`src/rtl/flash_erase_pkg.sv`:
```
package flash_erase_pkg;
  localparam logic [7:0] OP_WREN   = 8'h06;
  localparam logic [7:0] OP_BULK   = 8'hC7;
  localparam logic [7:0] OP_SECTOR = 8'hD8;
  localparam logic [7:0] OP_RDSR   = 8'h05;
  localparam logic [7:0] OP_SUSP   = 8'h75;
  localparam logic [7:0] OP_RESUME = 8'h7A;

  typedef enum logic [1:0] {
    ENG_IDLE = 2'd0,
    ENG_RUN  = 2'd1,
    ENG_HOLD = 2'd2
  } eng_state_t;
endpackage

```
`src/rtl/spi_cmd_shifter.sv`:
```
module spi_cmd_shifter #(
  parameter int ADDR_W = 24,
  parameter int CNT_W  = 6
) (
  input  logic              clk,
  input  logic              rst_n,
  input  logic              cs_n,
  input  logic              sclk,
  input  logic              mosi,
  output logic [CNT_W-1:0]  bit_cnt,
  output logic [7:0]        opcode,
  output logic [ADDR_W-1:0] addr,
  output logic              cs_end,
  output logic              sclk_fall
);
  logic sclk_q, cs_q, sclk_rise;
  logic [ADDR_W-1:0] shreg;

  assign sclk_rise = ~cs_n & sclk & ~sclk_q;
  assign sclk_fall = ~cs_n & ~sclk & sclk_q;
  assign cs_end    = cs_n & ~cs_q;
  assign addr      = shreg;

  always_ff @(posedge clk) begin
    if (!rst_n) begin
      sclk_q  <= 1'b0;
      cs_q    <= 1'b1;
      bit_cnt <= '0;
      shreg   <= '0;
      opcode  <= '0;
    end else begin
      sclk_q <= sclk;
      cs_q   <= cs_n;
      if (cs_n) begin
        bit_cnt <= '0;
      end else if (sclk_rise) begin
        shreg <= {shreg[ADDR_W-2:0], mosi};
        if (bit_cnt != '1) bit_cnt <= bit_cnt + 1'b1;
        if (bit_cnt == CNT_W'(7)) opcode <= {shreg[6:0], mosi};
      end
    end
  end
endmodule

```
`src/rtl/status_shifter.sv`:
```
module status_shifter (
  input  logic       clk,
  input  logic       rst_n,
  input  logic       cs_n,
  input  logic       shift_en,
  input  logic [7:0] status,
  output logic       miso
);
  logic [2:0] ptr;

  always_ff @(posedge clk) begin
    if (!rst_n) begin
      ptr  <= 3'd7;
      miso <= 1'b0;
    end else if (cs_n) begin
      ptr <= 3'd7;
    end else if (shift_en) begin
      miso <= status[ptr];
      ptr  <= ptr - 3'd1;
    end
  end
endmodule

```
`src/rtl/erase_timer.sv`:
```
module erase_timer
  import flash_erase_pkg::*;
#(
  parameter int BULK_CYCLES   = 2000,
  parameter int SECTOR_CYCLES = 500,
  parameter int ADDR_W        = 24
) (
  input  logic              clk,
  input  logic              rst_n,
  input  logic              start,
  input  logic              start_bulk,
  input  logic [ADDR_W-1:0] start_addr,
  input  logic              suspend_req,
  input  logic              resume_req,
  output logic              busy,
  output logic              held,
  output logic              done,
  output logic              bulk,
  output logic [ADDR_W-1:0] addr
);
  localparam int MAXC = (BULK_CYCLES > SECTOR_CYCLES) ? BULK_CYCLES : SECTOR_CYCLES;
  localparam int TW   = $clog2(MAXC + 1);

  eng_state_t    state;
  logic [TW-1:0] remain;

  assign busy = (state != ENG_IDLE);
  assign held = (state == ENG_HOLD);

  always_ff @(posedge clk) begin
    if (!rst_n) begin
      state  <= ENG_IDLE;
      remain <= '0;
      done   <= 1'b0;
      bulk   <= 1'b0;
      addr   <= '0;
    end else begin
      done <= 1'b0;
      case (state)
        ENG_IDLE: if (start) begin
          state  <= ENG_RUN;
          bulk   <= start_bulk;
          addr   <= start_addr;
          remain <= start_bulk ? TW'(BULK_CYCLES) : TW'(SECTOR_CYCLES);
        end
        ENG_RUN: begin
          if (remain == TW'(1)) begin
            state <= ENG_IDLE;
            done  <= 1'b1;
          end else begin
            remain <= remain - 1'b1;
            if (suspend_req && !bulk) state <= ENG_HOLD;
          end
        end
        ENG_HOLD: if (resume_req) state <= ENG_RUN;
        default: state <= ENG_IDLE;
      endcase
    end
  end
endmodule

```
`src/rtl/flash_erase_ctrl.sv`:
```
module flash_erase_ctrl
  import flash_erase_pkg::*;
#(
  parameter int NUM_SECTORS   = 128,
  parameter int SECTOR_SHIFT  = 16,
  parameter int BULK_CYCLES   = 2000,
  parameter int SECTOR_CYCLES = 500
) (
  input  logic                   clk,
  input  logic                   rst_n,
  input  logic                   spi_cs_n,
  input  logic                   spi_sclk,
  input  logic                   spi_mosi,
  output logic                   spi_miso,
  input  logic [3:0]             bp_bits,
  input  logic [NUM_SECTORS-1:0] sector_lock,
  output logic                   wip,
  output logic                   wel,
  output logic                   suspended,
  output logic                   erase_done,
  output logic                   erase_bulk,
  output logic [23:0]            erase_addr
);
  localparam int ADDR_W = 24;
  localparam int CNT_W  = 6;
  localparam int SEC_W  = $clog2(NUM_SECTORS);

  logic [CNT_W-1:0]  bit_cnt;
  logic [7:0]        opcode;
  logic [ADDR_W-1:0] raw_addr, addr_eff;
  logic              cs_end, sclk_fall;
  logic              cmd8, cmd32, wren_ok, bulk_ok, sect_ok, read_mode;
  logic              wel_q;
  logic [SEC_W-1:0]  sec_idx;

  spi_cmd_shifter #(.ADDR_W(ADDR_W), .CNT_W(CNT_W)) u_front (
    .clk(clk), .rst_n(rst_n), .cs_n(spi_cs_n), .sclk(spi_sclk), .mosi(spi_mosi),
    .bit_cnt(bit_cnt), .opcode(opcode), .addr(raw_addr),
    .cs_end(cs_end), .sclk_fall(sclk_fall)
  );

  assign addr_eff = raw_addr & 24'h7F_FFFF;
  assign sec_idx  = addr_eff[SECTOR_SHIFT +: SEC_W];

  assign cmd8    = cs_end && (bit_cnt == CNT_W'(8));
  assign cmd32   = cs_end && (bit_cnt == CNT_W'(32));
  assign wren_ok = cmd8 && (opcode == OP_WREN) && !wip;
  assign bulk_ok = cmd8 && (opcode == OP_BULK) && wel_q && !wip
                   && (bp_bits == 4'h0) && !(|sector_lock);
  assign sect_ok = cmd32 && (opcode == OP_SECTOR) && wel_q && !wip
                   && !sector_lock[sec_idx];
  assign read_mode = (bit_cnt >= CNT_W'(8)) && (opcode == OP_RDSR);

  always_ff @(posedge clk) begin
    if (!rst_n)                  wel_q <= 1'b0;
    else if (bulk_ok || sect_ok) wel_q <= 1'b0;
    else if (wren_ok)            wel_q <= 1'b1;
  end
  assign wel = wel_q;

  erase_timer #(
    .BULK_CYCLES(BULK_CYCLES), .SECTOR_CYCLES(SECTOR_CYCLES), .ADDR_W(ADDR_W)
  ) u_timer (
    .clk(clk), .rst_n(rst_n),
    .start(bulk_ok || sect_ok), .start_bulk(bulk_ok),
    .start_addr(bulk_ok ? '0 : addr_eff),
    .suspend_req(cmd8 && (opcode == OP_SUSP)),
    .resume_req(cmd8 && (opcode == OP_RESUME)),
    .busy(wip), .held(suspended), .done(erase_done),
    .bulk(erase_bulk), .addr(erase_addr)
  );

  status_shifter u_status (
    .clk(clk), .rst_n(rst_n), .cs_n(spi_cs_n),
    .shift_en(sclk_fall && read_mode),
    .status({5'b0, suspended, wel_q, wip}),
    .miso(spi_miso)
  );
endmodule

```
`config.mk`:
```
export PLATFORM = sky130hd
export DESIGN_NAME = flash_erase_ctrl
export DESIGN_NICKNAME = d
export VERILOG_FILES = /design/src/rtl/flash_erase_pkg.sv /design/src/rtl/spi_cmd_shifter.sv /design/src/rtl/status_shifter.sv /design/src/rtl/erase_timer.sv /design/src/rtl/flash_erase_ctrl.sv
export SDC_FILE = /design/constraint.sdc
export NUM_CORES = 1
export LEC_CHECK = 0
export ABC_AREA = 1
export BUFFER_PORTS_ARGS = -buffer_cell sky130_fd_sc_hd__buf_4
export CAP_MARGIN = 20
export CELL_PAD_IN_SITES_DETAIL_PLACEMENT = 0
export CELL_PAD_IN_SITES_GLOBAL_PLACEMENT = 1
export CORE_UTILIZATION = 37
export CTS_CLUSTER_DIAMETER = 30
export DETAILED_ROUTE_END_ITERATION = 8
export PLACE_DENSITY = 0.85
export SYNTH_ARGS = -nofsm -noshare
export SYNTH_HDL_FRONTEND = slang
export SYNTH_SLANG_ARGS = --single-unit
```
`constraint.sdc`:
```
create_clock -name clk -period 4.8 [get_ports clk]
set_input_delay 0.48 -clock clk [delete_from_list [all_inputs] [get_ports clk]]
set_output_delay 0.48 -clock clk [all_outputs]
set_load 0.01 [all_outputs]
```
==> run_results.csv <==
group,metric,value,unit
run_status,outcome,"complete, no violations",
worst_setup_path,ff2ff_path_depth,13,
floorplan,core_area,13450,sq um
placement,dp_hpwl,12370,um
worst_setup_path,cp-endpoint,"u_timer.remain[1]",
global_routing,grt_usage,0.2356,
sta,fin_skew,8.552,ps
sta,final_hold_viol_count,0,
finish,drive_above_1_share,0.2016,
detailed_routing,vias,6015,
clocking,clock-root-buffer,"clkbuf_16",
placement,port_buffers,165,
finish,nets,1130,
floorplan,die_width,120.5,um
synth,syn_area,5191,sq um
worst_setup_path,cp_max_fo,27,
clocking,clockBufferDepth,2,
flow_run,maxCapViolations,0,
floorplan,initial_utilization,0.3859,
clocking,cts_setup_buffers,0,
global_routing,grt_first_pass_wirelength,27460,um
pwr,powerDensity,298.7,nW/um^2
worst_setup_path,critical_path_buf_inv_count,1,
worst_setup_path,startpoint,"u_front.addr[18]",
global_routing,grt_pass1_vias,5627,
detailed_routing,routedWlPerCell,14.51,um
pwr,p_leak,3.076,nW
global_routing,grt-ovfl-total,0,
finish,area_growth,29.62,%
synth,synth-xor-area-share,0,
detailed_routing,drc,0,
detailed_routing,antenna_left,0,
synth,yosys.area_share.adder,0.01205,
clocking,ctsHoldBuffers,0,
synth,synthSimpleGateAreaFrac,0.4505,
synth,synth_edf_count,0,
synth,synthMuxAreaShare,0,
clocking,cts_resized,0,
sta,finalCritPeriodShare,0.6855,
sta,drv_slew,0,
synth,async_flop_share,0,
clocking,cts_tree,"built",
clocking,cts-htree-levels,3,
clocking,cts_sinks,82,
min_path,hold_class,"in -> reg",
worst_setup_path,cp.required,5030,ps
pwr,fin_total_pwr,2.010,mW
sta,clock.fmax,0.3039,GHz
worst_setup_path,reg2reg_to,"u_timer.remain[1]",
detailed_routing,firstDrtPassIters,5,
synth,synth_compound_area_frac,0.1244,
sta,tns,0,ps
synth,synth_top_family_by_area,"simple AND/OR/NAND/NOR gates",
finish,diodes,0,
synth,synthFlopType,"dfxtp_1",
worst_setup_path,start_kind,"flop",
detailed_routing,via_per_inst,5.150,
min_path,worstHoldStart,"spi_sclk",
sta,slew_headroom,0.3059,
clocking,clkLatencyLatePin,340,ps
worst_setup_path,arrival,3520,ps
sta,worst_pin_slew,1040,ps
worst_setup_path,crit_path_max_incr_delay,820,ps
global_routing,antenna_found_initial,0,
sta,fin_crit,3290,ps
floorplan,dieArea,14510,sq um
sta,setup_viol,0,
global_routing,grt_max_degree,67,
detailed_routing,routed_wl,16940,um
worst_setup_path,critPathMostFrequentCell,"nand2_1",
worst_setup_path,criticalPathCategory,"reg -> reg",
worst_setup_path,crit_chain,"clkinv_1, nand3_1, nand2_1, nand2_1, nand3_1, nand3_1, nand2_1, nand2_1, nand3_4, nand3_2, o21ai_0, nand2_1, nor2_1",
synth,ys_ff_latch,82,
placement,gp_congestion,0.8630,
detailed_routing,drtIter0Drc,443,
synth,syn_avg_cell_area,6.072,sq um
worst_setup_path,end_kind,"flop",
floorplan,placementRows,42,
synth,synth_cell_type_count,34,
floorplan,num_io_pins,167,
worst_setup_path,timing.rr.start,"u_front.addr[18]",
worst_setup_path,cp.depth,13,
clocking,clk_pin_slew,60,ps
worst_setup_path,worst_path_max_delay_cell,"dfxtp_1",
synth,synth_seq_area_share,0.3162,
floorplan,die_height,120.5,um
sta,grt_setup_unrepaired,"false",
pwr,max-vdd-ir-drop,0.2260,mV
synth,yosysWarningCount,0,
clocking,cts-buffers-inserted,9,
worst_setup_path,cp_top_family,"simple AND/OR/NAND/NOR gates",
synth,syn_nets,997,
synth,synth_cells,855,
worst_setup_path,rrSetupSlack,1510,ps
-- placed cells by master (no fill, tap or decap), types with 9 or more instances in the layout --
cell type and instances:
a21oi_1 48, nor4_1 19, nand4_1 15, nand2_1 207, nor3_1 29, o21ai_0 73, nand3_1 125, inv_1 61
buf_4 169, nor2_1 114, clkbuf_16 9, dfxtp_1 81
-- Yosys cell counts, types with 2 or more instances --
library cell	n	area (sq um)
nor4_1	19	118.9
o21ai_1	2	10.01
inv_2	4	15.01
buf_6	2	22.52
nor3_1	30	150.1
nor3_2	5	50.05
buf_2	15	75.07
nand2_1	207	777.0
inv_1	61	229.0
nand3_1	125	625.6
buf_4	10	75.07
buf_1	2	7.510
dfxtp_1	82	1642
ha_1	5	62.56
clkbuf_1	18	67.56
nand4_1	15	93.84
or2_2	2	12.51
o21ai_0	73	365.4
nor2_1	114	427.9
a21oi_1	48	240.2
nor3b_1	2	15.01
clkinv_1	2	7.510
-- flip-flops by register name (all words and copies together) (netlist names) --
register         cells
u_front.addr        23
u_front.bit_cnt      6
u_front.cs_q         1
u_front.opcode       8
u_front.sclk_q       1
u_status.miso        1
u_status.ptr         3
u_timer.addr        23
u_timer.bulk         1
u_timer.done         1
u_timer.remain      11
u_timer.state        2
wel                  1
-- worst reg2reg max path: stages (launching register included) --
cell and delay, ps:
dfxtp_1 820, clkinv_1 660, nand3_1 260, nand2_1 80, nand2_1 60, nand3_1 80, nand3_1 90, nand2_1 60
nand2_1 100, nand3_4 260, nand3_2 420, o21ai_0 160, nand2_1 90, nor2_1 40
-- routing by layer --
layer / vias up / wire length (um) / track usage
li1: 3101 / - / -
met1: 2677 / 7759 / 0.3047
met2: 209 / 7632 / 0.3962
met3: 28 / 1145 / 0.03491
met4: 0 / 405 / 0.08565
met5: - / 0 / 0
-- how the worst min path moves through the flow --
stage                                   to  depth (start not counted)  slack, ps
after floorplan           u_front.addr[10]                          2        430
after global placement    u_front.addr[16]                          2        440
after detailed placement  u_front.addr[16]                          2        440
after CTS                   u_front.sclk_q                          3        330
after global routing        u_front.sclk_q                          3        350
final                       u_front.sclk_q                          3        340
-- where the power goes --
part           total, mW  switching, mW  internal [mW]  leakage [nW]
logic              0.575          0.343          0.233          2.27
registers          0.779         0.0497          0.729         0.667
clock network      0.656          0.265          0.390         0.137
-- cell families (layout without fill, tap and decap cells) --
kind of cell | Yosys count | after routing
buffers and inverters | 114 | 251
AO/OA/AOI/OAI | 127 | 127
adder cells (fa/ha/maj) | 5 | 5
AND/OR/NAND/NOR | 526 | 526
flip-flops | 82 | 82
other | 1 | 1
-- metrics by stage --
step	worst slack [ps]	instance area, sq um	util	hold WS [ps]	std cells
after floorplan	2828	5191	-	430.4	855
after global placement	1666	6439	0.4786	438.9	1153
after detailed placement	1459	6439	0.4786	444.1	1153
after CTS	1444	6729	0.5002	327.9	1168
after global routing	1136	6729	0.5002	347.6	1168
final	1510	6729	0.5002	335.1	1168
-- cell type report --
class / count / area [sq um]
repair buffers: 169 / 1269
fillers: 1451 / 6724
multi-input cells: 659 / 3055
well taps: 176 / 220.2
clock inverters: 3 / 23.77
inverters: 67 / 251.5
flip-flops and latches: 82 / 1643
clock buffers: 12 / 266.5
(Power assumes the default switching activity.)
